## src/rtl/pdcTypes.sv

```systemverilog
package pdcTypes;
  // Strobes from control to datapath, one cycle each
  typedef struct packed {
    logic loadPtr;
    logic loadCnt;
    logic issue;    // a memory access starts this cycle
    logic finish;   // the outstanding access completes this cycle
  } ctrlStrobes_t;
endpackage

```

## src/rtl/pdcControl.sv

```systemverilog
module pdcControl
  import pdcTypes::*;
(
  input  logic         clk,
  input  logic         rstN,
  input  logic         ptrWrEn,
  input  logic         cntWrEn,
  input  logic         periphReady,
  input  logic         memAck,
  input  logic         cntZero,
  input  logic         cntOne,
  output ctrlStrobes_t strobes,
  output logic         busy,
  output logic         doneQ
);
  logic pending;
  logic wantXfer;
  logic anyWrite;

  assign anyWrite = (ptrWrEn || cntWrEn) && !busy;
  assign wantXfer = periphReady || pending;

  always_comb begin
    strobes.loadPtr = ptrWrEn && !busy;
    strobes.loadCnt = cntWrEn && !busy;
    strobes.issue   = !busy && wantXfer && !cntZero && !anyWrite;
    strobes.finish  = busy && memAck;
  end

  always_ff @(posedge clk) begin
    if (!rstN) begin
      busy    <= 1'b0;
      pending <= 1'b0;
      doneQ   <= 1'b0;
    end else begin
      doneQ <= strobes.finish;
      if (strobes.issue)       busy <= 1'b1;
      else if (strobes.finish) busy <= 1'b0;

      if (strobes.issue)
        pending <= 1'b0;
      else if (strobes.finish && cntOne)
        pending <= 1'b0;
      else if (!busy && cntZero && !strobes.loadCnt)
        pending <= 1'b0;
      else
        pending <= wantXfer;
    end
  end
endmodule

```

## src/rtl/pdcDatapath.sv

```systemverilog
module pdcDatapath
  import pdcTypes::*;
#(
  parameter int ADDR_W = 16,
  parameter int CNT_W  = 8,
  parameter bit IS_TX  = 1'b1
) (
  input  logic              clk,
  input  logic              rstN,
  input  ctrlStrobes_t      strobes,
  input  logic [ADDR_W-1:0] ptrWrData,
  input  logic [CNT_W-1:0]  cntWrData,
  input  logic [7:0]        periphRData,
  input  logic [7:0]        memRData,
  output logic [ADDR_W-1:0] ptrQ,
  output logic [CNT_W-1:0]  cntQ,
  output logic [7:0]        dataQ,
  output logic              endQ,
  output logic              cntZero,
  output logic              cntOne
);
  localparam logic [CNT_W-1:0] CNT_ONE = CNT_W'(1);

  assign cntZero = (cntQ == '0);
  assign cntOne  = (cntQ == CNT_ONE);

  always_ff @(posedge clk) begin
    if (!rstN) begin
      ptrQ <= '0;
      cntQ <= '0;
      endQ <= 1'b0;
    end else begin
      if (strobes.loadPtr) ptrQ <= ptrWrData;
      else if (strobes.finish) ptrQ <= ptrQ + ADDR_W'(1);

      if (strobes.loadCnt) begin
        cntQ <= cntWrData;
        if (cntWrData != '0) endQ <= 1'b0;
      end else if (strobes.finish) begin
        cntQ <= cntQ - CNT_ONE;
        if (cntOne) endQ <= 1'b1;
      end
    end
  end

  generate
    if (IS_TX) begin : gTxData
      always_ff @(posedge clk) begin
        if (!rstN) dataQ <= '0;
        else if (strobes.finish) dataQ <= memRData;
      end
    end else begin : gRxData
      always_ff @(posedge clk) begin
        if (!rstN) dataQ <= '0;
        else if (strobes.issue) dataQ <= periphRData;
      end
    end
  endgenerate
endmodule

```

## src/rtl/pdcChannel.sv

```systemverilog
module pdcChannel
  import pdcTypes::*;
#(
  parameter int ADDR_W = 16,
  parameter int CNT_W  = 8,
  parameter bit IS_TX  = 1'b1
) (
  input  logic              clk,
  input  logic              rstN,
  input  logic              ptrWrEn,
  input  logic [ADDR_W-1:0] ptrWrData,
  input  logic              cntWrEn,
  input  logic [CNT_W-1:0]  cntWrData,
  input  logic              irqEnable,
  input  logic              periphReady,
  input  logic [7:0]        periphRData,
  output logic [7:0]        periphWData,
  output logic              periphDone,
  output logic              memReq,
  output logic              memWe,
  output logic [ADDR_W-1:0] memAddr,
  output logic [7:0]        memWData,
  input  logic [7:0]        memRData,
  input  logic              memAck,
  output logic [ADDR_W-1:0] ptrValue,
  output logic [CNT_W-1:0]  cntValue,
  output logic              endFlag,
  output logic              irq
);
  ctrlStrobes_t strobes;
  logic busy, cntZero, cntOne;
  logic [7:0] dataQ;

  pdcControl uCtrl (
    .clk(clk), .rstN(rstN), .ptrWrEn(ptrWrEn), .cntWrEn(cntWrEn),
    .periphReady(periphReady), .memAck(memAck), .cntZero(cntZero),
    .cntOne(cntOne), .strobes(strobes), .busy(busy), .doneQ(periphDone)
  );

  pdcDatapath #(.ADDR_W(ADDR_W), .CNT_W(CNT_W), .IS_TX(IS_TX)) uData (
    .clk(clk), .rstN(rstN), .strobes(strobes), .ptrWrData(ptrWrData),
    .cntWrData(cntWrData), .periphRData(periphRData), .memRData(memRData),
    .ptrQ(ptrValue), .cntQ(cntValue), .dataQ(dataQ), .endQ(endFlag),
    .cntZero(cntZero), .cntOne(cntOne)
  );

  assign memReq      = busy;
  assign memWe       = !IS_TX;
  assign memAddr     = ptrValue;
  assign memWData    = dataQ;
  assign periphWData = dataQ;
  assign irq         = endFlag && irqEnable;
endmodule

```

## config.mk

```make
export PLATFORM = sky130hd
export DESIGN_NAME = pdcChannel
export DESIGN_NICKNAME = d
export VERILOG_FILES = /design/src/rtl/pdcTypes.sv /design/src/rtl/pdcControl.sv /design/src/rtl/pdcDatapath.sv /design/src/rtl/pdcChannel.sv
export SDC_FILE = /design/constraint.sdc
export NUM_CORES = 1
export LEC_CHECK = 0
export ABC_AREA = 1
export CAP_MARGIN = 0
export CORE_AREA = 3 3 77 79
export CTS_CLUSTER_DIAMETER = 150
export CTS_CLUSTER_SIZE = 16
export DETAILED_ROUTE_END_ITERATION = 10
export DIE_AREA = 0 0 80 82
export PLACE_DENSITY = 0.87
export SLEW_MARGIN = 40
export SYNTH_ARGS = -nofsm -noshare
export SYNTH_HDL_FRONTEND = slang
export SYNTH_SLANG_ARGS = --single-unit
export TNS_END_PERCENT = 50
```

## constraint.sdc

```tcl
create_clock -name clk -period 1.5 [get_ports clk]
set_input_delay 0.45 -clock clk [delete_from_list [all_inputs] [get_ports clk]]
set_output_delay 0.45 -clock clk [all_outputs]
set_load 0.01 [all_outputs]
```

# After elaboration in Yosys (flattened, before gate mapping)
# Cells that the tools add are included.
# word_totals
regBits,36
input_bits,47
out_inout_bits,61
elab_cells,47
# op_classes
n_addsub,2
eq_ne,2
mux,10
bitwise,1
reduce_logical,25
# ops
operator,count
$mux 16,2
$add 16x1->16 const B,1
$mux 8,2
$logic_and 1x1->1,11
$eq 8x1->1 const B,1
$logic_not 8->1,1
$reduce_bool 2->1,4
$reduce_bool 8->1,1
$sub 8x1->8 const B,1
$mux 1,6
$logic_not 1->1,4
$reduce_or 4->1,1
$reduce_and 3->1,1
$logic_or 1x1->1,2
$ne 2x1->1 const B,1
$not 1->1,1

# Depth between registers and ports, before layout
# Gate-level depths: netlist of run 1.
# depth
depth_word,5
ltp_mapped,9
mapped_depth_nobuf,9

# Cells and area by module
# Synthesis of run 1 repeated with hierarchy kept, for this count alone.
# unflattened
hier_cells,321
area_unflattened_um2,2162.1
# modules_own_cells
mod,n_inst,cells_per_inst,area_each_um2
pdcDatapath,1,266,1800.5
pdcChannel,1,28,198.9
pdcControl,1,27,162.7

# Worst setup path after synthesis of run 1
# OpenSTA, ideal clock, no wires.
# synth_path
path_type,reg-to-reg
start,register uData.ptrQ[0]
end,register uData.ptrQ[14]
setup_time_ns,0.132
arrival_ns,1.373
required_ns,1.368
path_slack_ns,-0.005
path_stages_with_launch,9
n_path_buf,0
path_cell_list,dfxtp_1 -> ha_1 -> nand2_1 -> nor2_1 -> nand2_1 -> o21ai_0 -> nand3_1 -> nand2_1 -> a21oi_1
# synth_between
elab_chain_cells,3
# synth_rtl
item,line_no,rtl
from (decl),pdcDatapath.sv:15,"output logic [ADDR_W-1:0] ptrQ,"
from (signal assigned),pdcDatapath.sv:33,if (strobes.loadPtr) ptrQ <= ptrWrData;
from (signal assigned),pdcDatapath.sv:34,else if (strobes.finish) ptrQ <= ptrQ + ADDR_W'(1);
$add 16x1->16,pdcDatapath.sv:34,
$mux 16,pdcDatapath.sv:34,
$mux 16,pdcDatapath.sv:33,
# No other way between the ends. The select of a mux whose other input is x is not followed.
# A chain may end at the register's enable or synchronous reset.

# Final worst setup path of run 1
# layout_path
start,register uData.ptrQ[6]
end,output ptrValue[6]
# layout_lines
item,line_no,rtl
to (decl),pdcChannel.sv:25,"output logic [ADDR_W-1:0] ptrValue,"
# No word-level cell between the ends.

==> reports/qor.csv, run 1 <==
stage;metric;value;unit
finish;fillers;517;
finish;post_route_cells_drive_above_1_share;0.152;
worst_setup_path;worst_ep_required_time;1.05;ns
power;ir_worst_vdd;0.407;mV
power;clock_power_share;0.254;
logic_synthesis;synth_simple_gate_area_share;0.275;
routing;detail_route.wl_per_cell;13.2;um
global_routing;grt_max_degree;17;
sta;holdWs;0.484;ns
die;fp.dieH;82;um
die;start_util;0.403;
cts;cts-buffers-inserted;5;
placement;numPlacedInstances;492;
sta;grt_setup_unrepaired;yes;
routing;dr_total_vias;2514;
logic_synthesis;syn_nets;377;
power;total_switching_power;832;uW
cts;ctsHtreeMaxLevel;2;
global_routing;grt_pass1_wl;10500;um
die;core;5410;um^2
logic_synthesis;post_synth.cell_area_avg;6.69;um^2
sta;min_period_over_period;0.964;
sta;timing.clock.skew;0.00746;ns
sta;timing.final.hold_violations;0;
finish;mostFrequentLayoutCell;sky130_fd_sc_hd__nand2_1;
cts;cts_tree;done;
worst_setup_path;worstPathArrival;1.00;ns
finish;most-common-layout-cells;sky130_fd_sc_hd__nand2_1 (61), sky130_fd_sc_hd__dlygate4sd2_1 (60), sky130_fd_sc_hd__nor2_1 (43), sky130_fd_sc_hd__clkdlybuf4s50_1 (36), sky130_fd_sc_hd__inv_1 (32);
power;cellLeakagePower;1.63;nW
logic_synthesis;yosys_warnings;0;
worst_setup_path;critical_path.top_delay_family;flip-flops;
routing;final_routed_wirelength;6620;um
power;combPwrFrac;0.316;
cts;clock_sink_count;36;
worst_setup_path;cp_slowest_stage_delay;0.40;ns
power;power.internal;1.76;mW
power;p_per_area;786;nW/um^2
outcome;status;finished clean;
logic_synthesis;synth_area_in_compound_gates;0.180;
sta;final.min_clock_period;1.45;ns
finish;final_core_util;0.611;
finish;insertedDiodeCount;0;
cts;ctsRootBufferMaster;sky130_fd_sc_hd__clkbuf_8;
sta;max_freq;0.691;GHz
logic_synthesis;syn_inst;326;
logic_synthesis;synth_top_family_by_area;simple AND/OR/NAND/NOR gates;
logic_synthesis;synth.distinct_cells;33;
placement;dpl.hpwl;5090;um
worst_setup_path;maximum_fanout_encountered_on_the_critical_timing_path;5;
worst_setup_path;critical_path.n_buffers_inverters;1;
finish;area_growth_from_synthesis_to_layout;51.3;%
die;die_w;80;um
routing;route.antenna.remaining_nets;0;
die;design.die.area;6560;um^2
global_routing;grt_remaining_overflow;0;
placement;portBuffers;98;
logic_synthesis;synth.area.mux_share;0;
logic_synthesis;syn-cell-area;2180;um^2
cts;post_cts_hold_buffer_count;0;
routing;drt_pre_antenna_iters;4;
finish;nNetsFinal;479;
power;totalPowerFinal;2.59;mW
worst_setup_path;setup.worst_path.end_class;output port;
placement;gp_congestion;0.893;
global_routing;antenna_found_initial;0;
logic_synthesis;post_synth_xor_xnor_area;0.00803;
hold_path;min_path_type;register to register;
worst_setup_path;worstSetupStartpointType;register;
cts;clock_latency_at_the_later_pin_of_the_worst_skew_pair;0.29;ns
global_routing;track_usage;0.201;
worst_setup_path;critical_path.cell_chain;dlygate4sd2_1;
worst_setup_path;critical_path_class;register to output port;
routing;drt-vias-per-instance;5.03;
die;core.rowCount;27;
global_routing;grt_pass1_vias;2363;
sta;setup-tns-final;0;ns
power;seq_power_share;0.430;
job;cap_violations;0;
logic_synthesis;synth_adder_area_share;0.0229;
logic_synthesis;seq_area_frac_synth;0.330;
sta;number_of_max_slew_violations_in_the_final_report;0;
worst_setup_path;crit_slowest_cell;sky130_fd_sc_hd__dfxtp_1;
die;design.portCount;108;
cts;clk_pin_slew_worst_paths;0.08;ns
routing;remaining_drc_errors;0;
power;switching_power_share_of_the_total;0.321;
sta;setup_viols_final;0;
cts;ctsLongestPathBuffers;2;
finish;finish.cell_count_without_fillers;500;
routing;drtIter0Drc;170;
logic_synthesis;ys_seq_elements;36;
==> registers in the layout, indices dropped and copies added (netlist names) <==
signal,flops
uData.dataQ,8
uData.cntQ,8
uCtrl.doneQ,1
uData.endQ,1
uCtrl.busy,1
uData.ptrQ,16
uCtrl.pending,1
==> cell usage after synthesis <==
cell type	number	area (um^2)
sky130_fd_sc_hd__a21boi_2	1	11.3
sky130_fd_sc_hd__a21oi_1	21	105
sky130_fd_sc_hd__a22oi_1	3	22.5
sky130_fd_sc_hd__a311oi_1	1	8.76
sky130_fd_sc_hd__a31oi_1	2	12.5
sky130_fd_sc_hd__a32o_1	1	10.0
sky130_fd_sc_hd__buf_12	1	20.0
sky130_fd_sc_hd__buf_2	3	15.0
sky130_fd_sc_hd__buf_4	26	195
sky130_fd_sc_hd__buf_8	1	15.0
sky130_fd_sc_hd__clkbuf_1	4	15.0
sky130_fd_sc_hd__clkinv_2	1	5.00
sky130_fd_sc_hd__conb_1	1	3.75
sky130_fd_sc_hd__dfxtp_1	36	721
sky130_fd_sc_hd__ha_1	4	50.1
sky130_fd_sc_hd__inv_1	35	131
sky130_fd_sc_hd__nand2_1	62	233
sky130_fd_sc_hd__nand2_2	1	6.26
sky130_fd_sc_hd__nand2_4	1	11.3
sky130_fd_sc_hd__nand3_1	18	90.1
sky130_fd_sc_hd__nand4_1	6	37.5
sky130_fd_sc_hd__nor2_1	48	180
sky130_fd_sc_hd__nor2_2	1	6.26
sky130_fd_sc_hd__nor3_1	2	10.0
sky130_fd_sc_hd__nor4_1	2	12.5
sky130_fd_sc_hd__o211ai_1	2	15.0
sky130_fd_sc_hd__o21a_1	1	7.51
sky130_fd_sc_hd__o21ai_0	29	145
sky130_fd_sc_hd__o22ai_1	5	31.3
sky130_fd_sc_hd__o31ai_1	2	15.0
sky130_fd_sc_hd__o32ai_1	1	8.76
sky130_fd_sc_hd__or2_2	2	12.5
sky130_fd_sc_hd__xnor2_1	2	17.5
==> what timing repair did <==
| item | in CTS | in global routing |
|---|---|---|
| setup endpoints to repair | 69 | 17 |
| pin swaps | 0 | 1 |
| resized for setup | 71 | 18 |
| setup buffers | 0 | 1 |
==> per-layer routing <==
layer  share of wire  up-vias  global-route usage
met1            0.41     1145               0.252
met2            0.50      100               0.328
li1                -     1249                   -
met5               0        -                   0
met3           0.061       20              0.0471
met4           0.025        0              0.0929
==> area by class of cell <==
class / instances / area [um^2] / area share
Multi-Input combinational cell: 219 / 1090 / 0.330
Sequential cell: 36 / 736 / 0.223
Tap cell: 72 / 90.1 / 0.0273
Clock buffer: 6 / 72.6 / 0.0220
Clock inverter: 1 / 5.00 / 0.00152
Timing Repair Buffer: 130 / 1170 / 0.355
Inverter: 36 / 136 / 0.0413
==> metrics by stage <==
stage	area, um^2	setup slack, ns
3_5_place_dp	3250	-0.495
6_report	3300	0.0536
5_1_grt	3300	-0.0629
3_3_place_gp	3250	-0.474
2_1_floorplan	2180	0.0523
4_1_cts	3260	-0.0841
==> logic make-up after synthesis <==
| kind of cell | Yosys count |
|---|---|
| AO/OA/AOI/OAI | 69 |
| XOR/XNOR | 2 |
| adder cells (fa/ha/maj) | 4 |
| buffers and inverters | 71 |
| flip-flops | 36 |
| other | 1 |
| AND/OR/NAND/NOR | 143 |
==> worst reg2reg max path: cells and delay by family, from the launching register on <==
family          cells  cell delay [ns]
simple gates        5             0.46
flops               1             0.35
buf+inv             3             0.24
compound gates      2             0.24
==> power groups by stage <==
stage	logic (mW)	clock network, mW	registers (mW)
floorplan	0.413	0	1.17
global placement	0.869	0	1.13
detailed placement	0.888	0	1.13
CTS	0.809	0.678	1.11
global route	0.904	0.728	1.13
finish	0.818	0.660	1.11
==> worst paths after layout <==
| kind | from | to | slack [ns] | cells after the start |
|---|---|---|---|---|
| worst min register to register | uData.ptrQ[4] | uData.ptrQ[4] | 0.48 | 2 |
| worst max-delay path | uData.ptrQ[6] | ptrValue[6] | 0.05 | 1 |
| worst min-delay path | uData.ptrQ[4] | uData.ptrQ[4] | 0.48 | 2 |
| worst max register to register | uCtrl.busy | uData.cntQ[6] | 0.11 | 10 |
Power figures use the tool's default switching activity.
==> run 2, diff against run 1 <==
- SETUP_SLACK_MARGIN: unset -> 0.5
==> reports/qor.csv, run 2 (synthesized netlist as in run 1, its figures left out) <==
stage;metric;value;unit;change
die;design.die.area;6560;um^2;unchanged
routing;remaining_drc_errors;0;;unchanged
power;p_per_area;755;nW/um^2;-3.9%
finish;most-common-layout-cells;sky130_fd_sc_hd__buf_6 (68), sky130_fd_sc_hd__buf_4 (51), sky130_fd_sc_hd__nand2_1 (43), sky130_fd_sc_hd__nor2_1 (28), sky130_fd_sc_hd__clkdlybuf4s50_1 (28);;
die;design.portCount;108;;unchanged
sta;max_freq;0.682;GHz;-1.3%
finish;mostFrequentLayoutCell;sky130_fd_sc_hd__buf_6;;
die;die_w;80;um;unchanged
outcome;status;finished clean;;
routing;drt_pre_antenna_iters;5;;+1
cts;clock_latency_at_the_later_pin_of_the_worst_skew_pair;0.29;ns;about the same
sta;setup-tns-final;0;ns;unchanged
finish;fillers;325;;-37%
routing;route.antenna.remaining_nets;0;;unchanged
worst_setup_path;worstPathArrival;1.64;ns;+0.64 ns
sta;holdWs;0.509;ns;+0.0255 ns
placement;dpl.hpwl;5070;um;-0.42%
power;cellLeakagePower;1.95;nW;+19%
placement;numPlacedInstances;494;;+0.41%
die;core;5410;um^2;unchanged
finish;post_route_cells_drive_above_1_share;0.548;;+0.397
die;start_util;0.403;;unchanged
sta;worst_slack;0.0346;ns;-0.0190 ns
cts;post_cts_hold_buffer_count;0;;unchanged
routing;detail_route.wirelength.met1;3440;um;+25%
die;fp.dieH;82;um;unchanged
finish;area_growth_from_synthesis_to_layout;94.8;%;
power;ir_worst_vdd;0.602;mV;+48%
routing;top_signal_layer_used;met4;;
cts;cts-buffers-inserted;5;;unchanged
finish;max_ffs_per_register;16;;unchanged
global_routing;grt_remaining_overflow;0;;unchanged
sta;min_period_over_period;0.977;;+0.0126
finish;largest-register;uData.ptrQ;;
cts;ctsRootBufferMaster;sky130_fd_sc_hd__clkbuf_8;;
sta;setup_viols_final;0;;unchanged
cts;cts_tree;done;;
sta;final.min_clock_period;1.47;ns;+0.0190 ns
global_routing;grt_pass1_wl;11100;um;+5.6%
finish;largestRegisters;uData.ptrQ: 16 flops, uData.cntQ: 8 flops, uData.dataQ: 8 flops;;
routing;final_routed_wirelength;8700;um;+32%
cts;ctsLongestPathBuffers;2;;unchanged
sta;grt_setup_unrepaired;yes;;
routing;drtIter0Drc;222;;+31%
worst_setup_path;setup.worst_path.end_class;register;;
global_routing;grt_max_degree;15;;-2
worst_setup_path;worstSetupStartpointType;register;;
finish;nNetsFinal;515;;+7.5%
finish;insertedDiodeCount;0;;unchanged
worst_setup_path;critical_path_class;register to register;;
sta;number_of_max_slew_violations_in_the_final_report;0;;unchanged
cts;clock_sink_count;36;;unchanged
placement;dpl_worst_slack;-0.472;ns;+0.0233 ns
job;cap_violations;0;;unchanged
worst_setup_path;maximum_fanout_encountered_on_the_critical_timing_path;4;;-1
routing;drt-vias-per-instance;5.30;;+5.5%
routing;wl_met3;696;um;+71%
routing;detail_route.wl_per_cell;16.2;um;+22%
power;totalPowerFinal;3.21;mW;+24%
routing;dr_total_vias;2848;;+13%
placement;portBuffers;98;;unchanged
hold_path;min_path_type;register to register;;
global_routing;grt_pass1_vias;2444;;+3.4%
placement;gp_congestion;0.860;;-3.7%
die;core.rowCount;27;;unchanged
sta;timing.final.hold_violations;0;;unchanged
cts;clk_pin_slew_worst_paths;0.08;ns;about the same
global_routing;antenna_found_initial;0;;unchanged
worst_setup_path;worst_ep_required_time;1.68;ns;+0.63 ns
global_routing;track_usage;0.212;;+0.0109
cts;ctsHtreeMaxLevel;2;;unchanged
routing;detailroute.wirelength.met2;4300;um;+30%
sta;timing.clock.skew;0.0166;ns;+0.00914 ns
finish;finish.cell_count_without_fillers;537;;+7.4%
[run 2: cell types whose count changed in the layout (fill, tap and decap cells not counted), moves of 14 or more]
cell,previous run,this run
sky130_fd_sc_hd__buf_6,1,68
sky130_fd_sc_hd__dlygate4sd2_1,60,1
sky130_fd_sc_hd__dfxtp_1,28,1
sky130_fd_sc_hd__buf_4,29,51
sky130_fd_sc_hd__o21ai_0,27,8
sky130_fd_sc_hd__nand2_1,61,43
sky130_fd_sc_hd__dfxtp_2,6,22
sky130_fd_sc_hd__nor2_1,43,28
sky130_fd_sc_hd__o21ai_1,2,16
[run 2: layout make-up]
| class | instances | area, um^2 | share of cell area |
|---|---|---|---|
| Timing Repair Buffer | 166 | 1630 | 0.383 |
| Clock buffer | 8 | 100 | 0.0236 |
| Tap cell | 72 | 90.1 | 0.0212 |
| Multi-Input combinational cell | 219 | 1450 | 0.341 |
| Inverter | 36 | 185 | 0.0436 |
| Sequential cell | 36 | 797 | 0.188 |
[run 2: path summary, 6_finish.rpt]
path,startpoint,to,slack (ns),depth (start not counted)
worst max-delay path,uData.cntQ[2],uData.cntQ[6],0.03,9
worst min-delay path,uData.dataQ[3],uData.dataQ[3],0.51,2
worst max register to register,uData.cntQ[2],uData.cntQ[6],0.03,9
worst min register to register,uData.dataQ[3],uData.dataQ[3],0.51,2
[run 2: what timing repair did]
action,4_1_cts,5_1_grt
gates resized for setup,299,142
setup buffers,17,18
setup endpoints to repair,96,96
pin swaps,5,43
[run 2: layer usage]
layer  GRT usage  vias to the layer above
met5           0                        -
met3      0.0340                       41
met4      0.0625                        0
met2       0.380                      175
met1       0.261                     1305
li1            -                     1327
[run 2: where the power goes]
group	internal, mW	total [mW]	switching, mW
combinational	0.678	1.28	0.597
sequential	1.05	1.15	0.107
clock	0.420	0.778	0.358
[run 2: metrics by stage]
step                instance area (um^2)  utilization
global placement                    3460        0.641
global route                        4250        0.786
finish                              4250        0.786
floorplan                           2380            -
CTS                                 3770        0.697
detailed placement                  3460        0.641
[run 2: worst max-delay path, cell delays in order, from the launching register on]
cell	delay, ns
sky130_fd_sc_hd__dfxtp_2	0.34
sky130_fd_sc_hd__buf_6	0.13
sky130_fd_sc_hd__nor2_4	0.19
sky130_fd_sc_hd__nand2_2	0.12
sky130_fd_sc_hd__nor2_4	0.14
sky130_fd_sc_hd__nand2_2	0.08
sky130_fd_sc_hd__a21oi_2	0.15
sky130_fd_sc_hd__o21ai_1	0.09
sky130_fd_sc_hd__nand3_1	0.07
sky130_fd_sc_hd__inv_1	0.04
